--- config.mk ---
export PLATFORM = sky130hd
export DESIGN_NAME = mlc_rom_read
export DESIGN_NICKNAME = d
export VERILOG_FILES = /design/src/rtl/mlc_rom_pkg.sv /design/src/rtl/mlc_col_dec.sv /design/src/rtl/mlc_sense_slice.sv /design/src/rtl/mlc_rom_read.sv
export SDC_FILE = /design/constraint.sdc
export NUM_CORES = 1
export LEC_CHECK = 0
export ABC_AREA = 1
export BUFFER_PORTS_ARGS = -buffer_cell sky130_fd_sc_hd__clkbuf_2
export CELL_PAD_IN_SITES_DETAIL_PLACEMENT = 1
export CELL_PAD_IN_SITES_GLOBAL_PLACEMENT = 1
export CORE_MARGIN = 8
export CORE_UTILIZATION = 46
export DETAILED_ROUTE_END_ITERATION = 8
export HOLD_SLACK_MARGIN = 0.1
export PLACE_DENSITY_LB_ADDON = 0.1
export SYNTH_ARGS = -nofsm -noshare
export SYNTH_HDL_FRONTEND = slang
export SYNTH_SLANG_ARGS = --single-unit
--- constraint.sdc ---
create_clock -name clk_i -period 3.91 [get_ports clk_i]
set_input_delay 0.1955 -clock clk_i [delete_from_list [all_inputs] [get_ports clk_i]]
set_output_delay 0.1955 -clock clk_i [all_outputs]
set_load 0.05 [all_outputs]
--- src/rtl/mlc_rom_pkg.sv ---
package mlc_rom_pkg;
  typedef logic [1:0] lvl_t;
  typedef logic [2:0] therm_t;

  // level stored at (column, row line) of the cell array
  function automatic lvl_t cell_level(logic [31:0] pat, int col, int row,
                                      int ncol, int groups);
    int a;
    int s;
    int k;
    a = (row % groups) * ncol + col;
    s = row / groups;
    k = (a + 3 * s + (a >> 5)) % 16;
    return lvl_t'(pat >> (2 * k));
  endfunction

  // returns {err, bits}; only monotonic codes are legal
  function automatic logic [2:0] therm_decode(therm_t t);
    case (t)
      3'b000:  return 3'b0_00;
      3'b001:  return 3'b0_01;
      3'b011:  return 3'b0_11;
      3'b111:  return 3'b0_10;
      default: return 3'b1_00;
    endcase
  endfunction
endpackage

--- src/rtl/mlc_col_dec.sv ---
module mlc_col_dec #(
  parameter int COL_W  = 8,
  parameter bit PARITY = 1'b0
) (
  input  logic [COL_W-1:0]           col_i,
  output logic [(1<<(COL_W-1))-1:0]  sel_o
);
  localparam int HALF = 1 << (COL_W - 1);

  always_comb begin
    for (int j = 0; j < HALF; j++) begin
      sel_o[j] = (col_i[0] == PARITY) && (col_i[COL_W-1:1] == (COL_W-1)'(j));
    end
  end
endmodule

--- src/rtl/mlc_sense_slice.sv ---
module mlc_sense_slice
  import mlc_rom_pkg::*;
#(
  parameter int GROUPS = 8,
  parameter int TH0    = 1,
  parameter int TH1    = 3,
  parameter int TH2    = 5
) (
  input  logic                   clk_i,
  input  logic                   rst_ni,
  input  logic [GROUPS-1:0][1:0] lines_i,
  input  logic [GROUPS-1:0]      grp_sel_i,
  input  logic                   blank_i,
  input  logic                   latch_i,
  output logic [1:0]             bits_o,
  output logic                   err_o
);
  lvl_t   lvl;
  int     strength;
  therm_t therm, therm_q;
  logic [2:0] dec;

  always_comb begin
    lvl = '0;
    for (int g = 0; g < GROUPS; g++) begin
      if (grp_sel_i[g]) lvl = lvl | lines_i[g];
    end
  end

  always_comb begin
    strength = 2 * int'(lvl);
    therm[0] = strength > TH0;
    therm[1] = strength > TH1;
    therm[2] = strength > TH2;
  end

  always_ff @(posedge clk_i or negedge rst_ni) begin
    if (!rst_ni)      therm_q <= '0;
    else if (latch_i) therm_q <= blank_i ? '0 : therm;
  end

  assign dec    = therm_decode(therm_q);
  assign err_o  = dec[2];
  assign bits_o = dec[1:0];
endmodule

--- src/rtl/mlc_rom_read.sv ---
module mlc_rom_read
  import mlc_rom_pkg::*;
#(
  parameter int          DEPTH    = 1648,
  parameter int          COL_W    = 8,
  parameter int          GRP_W    = 3,
  parameter int          SLICES   = 8,
  parameter int          SETTLE_W = 6,
  parameter logic [31:0] PAT      = 32'h9C63_E41B,
  parameter int          TH0      = 1,
  parameter int          TH1      = 3,
  parameter int          TH2      = 5
) (
  input  logic                       clk_i,
  input  logic                       rst_ni,
  input  logic                       req_i,
  input  logic [COL_W+GRP_W-1:0]     addr_i,
  input  logic [SETTLE_W-1:0]        settle_i,
  output logic                       valid_o,
  output logic [2*SLICES-1:0]        data_o,
  output logic                       range_err_o,
  output logic [SLICES-1:0]          sense_err_o
);
  localparam int ADDR_W = COL_W + GRP_W;
  localparam int NCOL   = 1 << COL_W;
  localparam int HALF   = NCOL / 2;
  localparam int GROUPS = 1 << GRP_W;
  localparam int ROWS   = SLICES * GROUPS;
  localparam int DATA_W = 2 * SLICES;

  logic                busy_q;
  logic [SETTLE_W-1:0] cnt_q, settle_q;
  logic [ADDR_W-1:0]   addr_q;
  logic                valid_q, rerr_q;
  logic                latch_en, oor;

  assign oor      = int'(addr_q) >= DEPTH;
  assign latch_en = busy_q && (cnt_q == settle_q);

  always_ff @(posedge clk_i or negedge rst_ni) begin
    if (!rst_ni) begin
      busy_q   <= 1'b0;
      cnt_q    <= '0;
      settle_q <= '0;
      addr_q   <= '0;
      valid_q  <= 1'b0;
      rerr_q   <= 1'b0;
    end else begin
      valid_q <= 1'b0;
      if (!busy_q) begin
        if (req_i) begin
          busy_q   <= 1'b1;
          cnt_q    <= '0;
          settle_q <= settle_i;
          addr_q   <= addr_i;
        end
      end else if (latch_en) begin
        busy_q  <= 1'b0;
        valid_q <= 1'b1;
        rerr_q  <= oor;
      end else begin
        cnt_q <= cnt_q + 1'b1;
      end
    end
  end

  // split column decode: even and odd halves
  logic [1:0][HALF-1:0] half_sel;
  logic [NCOL-1:0]      col_sel;

  for (genvar p = 0; p < 2; p++) begin : g_coldec
    mlc_col_dec #(.COL_W(COL_W), .PARITY(p[0])) u_dec (
      .col_i (addr_q[COL_W-1:0]),
      .sel_o (half_sel[p])
    );
    for (genvar j = 0; j < HALF; j++) begin : g_map
      assign col_sel[2*j+p] = half_sel[p][j];
    end
  end

  logic [COL_W-1:0] col_idx;
  always_comb begin
    col_idx = '0;
    for (int c = 0; c < NCOL; c++) begin
      if (col_sel[c]) col_idx = col_idx | COL_W'(c);
    end
  end

  logic [ROWS-1:0][1:0] row_lvl;
  always_comb begin
    for (int r = 0; r < ROWS; r++) begin
      row_lvl[r] = cell_level(PAT, int'(col_idx), r, NCOL, GROUPS);
    end
  end

  logic [GROUPS-1:0] grp_sel;
  always_comb begin
    for (int g = 0; g < GROUPS; g++) begin
      grp_sel[g] = addr_q[ADDR_W-1:COL_W] == GRP_W'(g);
    end
  end

  for (genvar s = 0; s < SLICES; s++) begin : g_slice
    mlc_sense_slice #(.GROUPS(GROUPS), .TH0(TH0), .TH1(TH1), .TH2(TH2)) u_slice (
      .clk_i     (clk_i),
      .rst_ni    (rst_ni),
      .lines_i   (row_lvl[s*GROUPS +: GROUPS]),
      .grp_sel_i (grp_sel),
      .blank_i   (oor),
      .latch_i   (latch_en),
      .bits_o    (data_o[2*s +: 2]),
      .err_o     (sense_err_o[s])
    );
  end

  assign valid_o     = valid_q;
  assign range_err_o = rerr_q;

  logic unused_ok;
  assign unused_ok = DATA_W > 0;
endmodule

==> flow_metrics.tcl <==
set metrics [dict create \
    status "completed" \
    htreeDepth 2 \
    rsz0062_at_grt "no" \
    cts.root.buffer_cell "clkbuf_8" \
    drt_iter0_markers 63 \
    dp_hpwl_um 6210 \
    synthCells 467 \
    initial_core_util_pct 46.3 \
    required_ps 4160 \
    clkLatencyLatePin_ps 310 \
    ys_seq_elements 50 \
    slew_violations 0 \
    ys_seq_area_share_pct 35.7 \
    via_per_inst 4.86 \
    drtPass1Iterations 4 \
    whs_path_depth 2 \
    wl_met1_um 3480 \
    reg2reg_depth 10 \
    crit_chain "ha_1 -> inv_1 -> fa_1 -> xor2_1 -> inv_1 -> nand2_1 -> nand2_1 -> o21ai_0 -> nand2_1 -> nand3_1" \
    yosysMostFrequentCell "nand2_1" \
    dieHeight_um 103 \
    antenna_found_initial 0 \
    synth_xor_area_share_pct 8.79 \
    cpMaxStageDelayCell "ha_1" \
    yosys-top-cells-area "dfrtp_1 36%, nand2_1 13%, inv_1 6.9%, nand3_1 6.3%, fa_1 5.1%" \
    drc_errors 0 \
    cpPeakStageDelay_ps 470 \
    synth_edf_count 0 \
    hp-start "addr_i[9]" \
    cts.path.max_buffers 2 \
    grt_pass1_wl_um 13900 \
    synth_top_family_by_area "simple AND/OR/NAND/NOR gates" \
    dieArea_sq_um 10700 \
    cp.arrival_ps 2820 \
    die_w_um 103 \
    async_reset_ff_share_pct 100 \
    grt_pass1_vias 3080 \
    cts.sinks 50 \
    highest-signal-layer "met4" \
    antennaDiodeCount 0 \
    synthesis.area_sq_um 3500 \
    num_vias 2904 \
    synth_compound_area_share_pct 6.75 \
    core_area_sq_um 7570 \
    gr-total-overflow 0 \
    r2r-start "addr_q[2]" \
    cp_max_fo 7 \
    dr_wl_met2_um 4100 \
    worstMarginPinSlew_ps 658 \
    hold_viol_final 0 \
    synthMuxAreaShare_pct 0.964 \
    cap_viol_max_count 0 \
    ant_nets 0 \
    clk_pin_slew_ps 100 \
    worst-setup-path-type "flip-flop to flip-flop" \
    period_minus_slack_ps 2560 \
    rows 32 \
    place.gp.congestion 0.819 \
    min_path_type "input port to flip-flop" \
    yosys.area_share.simple_pct 26.8 \
    utilization_pct 50.3 \
    io-pin-count 46 \
    ys.flop_type "dfrtp_1" \
    crit_path_frequent_cell "nand2_1" \
    syn_area_per_cell_sq_um 7.50 \
    setup_viol 0 \
    track_usage_pct 16.7 \
    wire_per_inst_um 13.5 \
    area_growth_pct 8.64 \
    slew_headroom_pct 56.1 \
    fin_crit_sh_pct 65.6 \
    grt_max_degree 51 \
    regToRegSetupSlack_ps 1350 \
    cts_made_buffers 5 \
    drive_above_1_share_pct 13.5 \
    ys_types 30 \
    port_buffers 45 \
    endpoint_kind "flip-flop" \
    yosys_warnings 0 \
    ctsResizeCount 0 \
    synth_top_area_share_pct 35.7 \
    r2r_end "g_slice[5].u_slice.therm_q[0]" \
    critPathLaunchType "flip-flop" \
    nets 534 \
    timing.fmax_ghz 0.390 \
    wl_um 8040 \
    finalSetupTns_ps 0 \
    yosys-top-cells-count "126 x nand2_1, 64 x inv_1, 50 x dfrtp_1" \
    yosysTopAreaCell "dfrtp_1" \
    wl_met3_um 328 \
    synth_nets 507 \
    cts_tree "built" \
    holdPathEnd "addr_q[9]" \
    synth_fa_ha_area_share_pct 9.07 \
    finClkSkew_ps 7.21 \
]
## flip-flops by register name, summed over array words and instances, names as in the netlist
signal	flops
addr_q	11
cnt_q	6
settle_q	6
g_slice.u_slice.therm_q	24
busy_q	1
range_err_o	1
valid_o	1
## worst max-delay path by stage
stage	startpoint	endpoint	slack [ps]	depth (start not counted)
floorplan	addr_q[6]	g_slice[6].u_slice.therm_q[0]	1630	13
global placement	addr_q[2]	g_slice[7].u_slice.therm_q[0]	1520	11
global route	addr_q[7]	g_slice[7].u_slice.therm_q[2]	1140	10
detailed placement	addr_q[6]	g_slice[2].u_slice.therm_q[0]	1440	12
CTS	addr_q[2]	g_slice[5].u_slice.therm_q[0]	1320	10
finish	addr_q[2]	g_slice[5].u_slice.therm_q[0]	1350	10
## critical path, delay by kind of cell (launching register included)
family / cells / cell delay, ps
AOI/OAI and AO/OA: 1 / 260
xor gates and xnor gates: 1 / 170
adders and majority gates: 2 / 940
buffers and inverters: 2 / 300
DFF: 1 / 410
and+or+nand+nor: 4 / 430
## cell type report
cell class,instances,area (sq um)
fill,996,3760
multi-input combinational,323,1830
sequential,50,1250
timing repair buffer,48,250
inverter,66,248
tap,102,128
clock buffer,6,82.6
clock inverter,2,12.5
## repair_timing
action	4_1_cts	5_1_grt
buffers inserted	0	0
hold buffers	1	0
hold endpoints to repair	50	0
## metal layers
metal	global-route usage [%]	up-vias
met4	5.78	0
li1	-	1475
met2	30.4	48
met1	18.9	1371
met3	3.15	10
met5	0	-
## stage by stage
stage	hold WS (ps)	cell area [sq um]	worst slack (ps)	instances
floorplan	-100	3500	1630	467
global placement	351	3700	1520	588
detailed placement	364	3700	1440	588
CTS	113	3810	1320	597
global route	110	3810	1140	597
finish	115	3810	1350	597
## layout by cell type (no fill, tap or decap), types with 2 or more instances in the layout
cell type and count:
a21oi_1 18, buf_4 2, clkbuf_2 45, clkbuf_8 6, dfrtp_1 50, fa_1 9
ha_1 11, inv_1 64, inv_2 2, mux2_2 3, nand2_1 126, nand2_2 2
nand3_1 44, nand4_1 4, nor2_1 40, o21ai_0 21, o21ai_1 2, o21bai_1 3
xnor2_1 14, xor2_1 18
## cell families (layout without fill, tap and decap cells)
family / Yosys count / in the layout
muxes: 3 / 3
xor gates and xnor gates: 33 / 33
adders and majority gates: 20 / 20
AOI/OAI and AO/OA: 45 / 45
and+or+nand+nor: 222 / 222
DFF: 50 / 50
buffers and inverters: 94 / 122
Power is left out: the tool's default activity adds up to more than one toggle a clock period on the data nets, which glitch-free logic cannot reach.
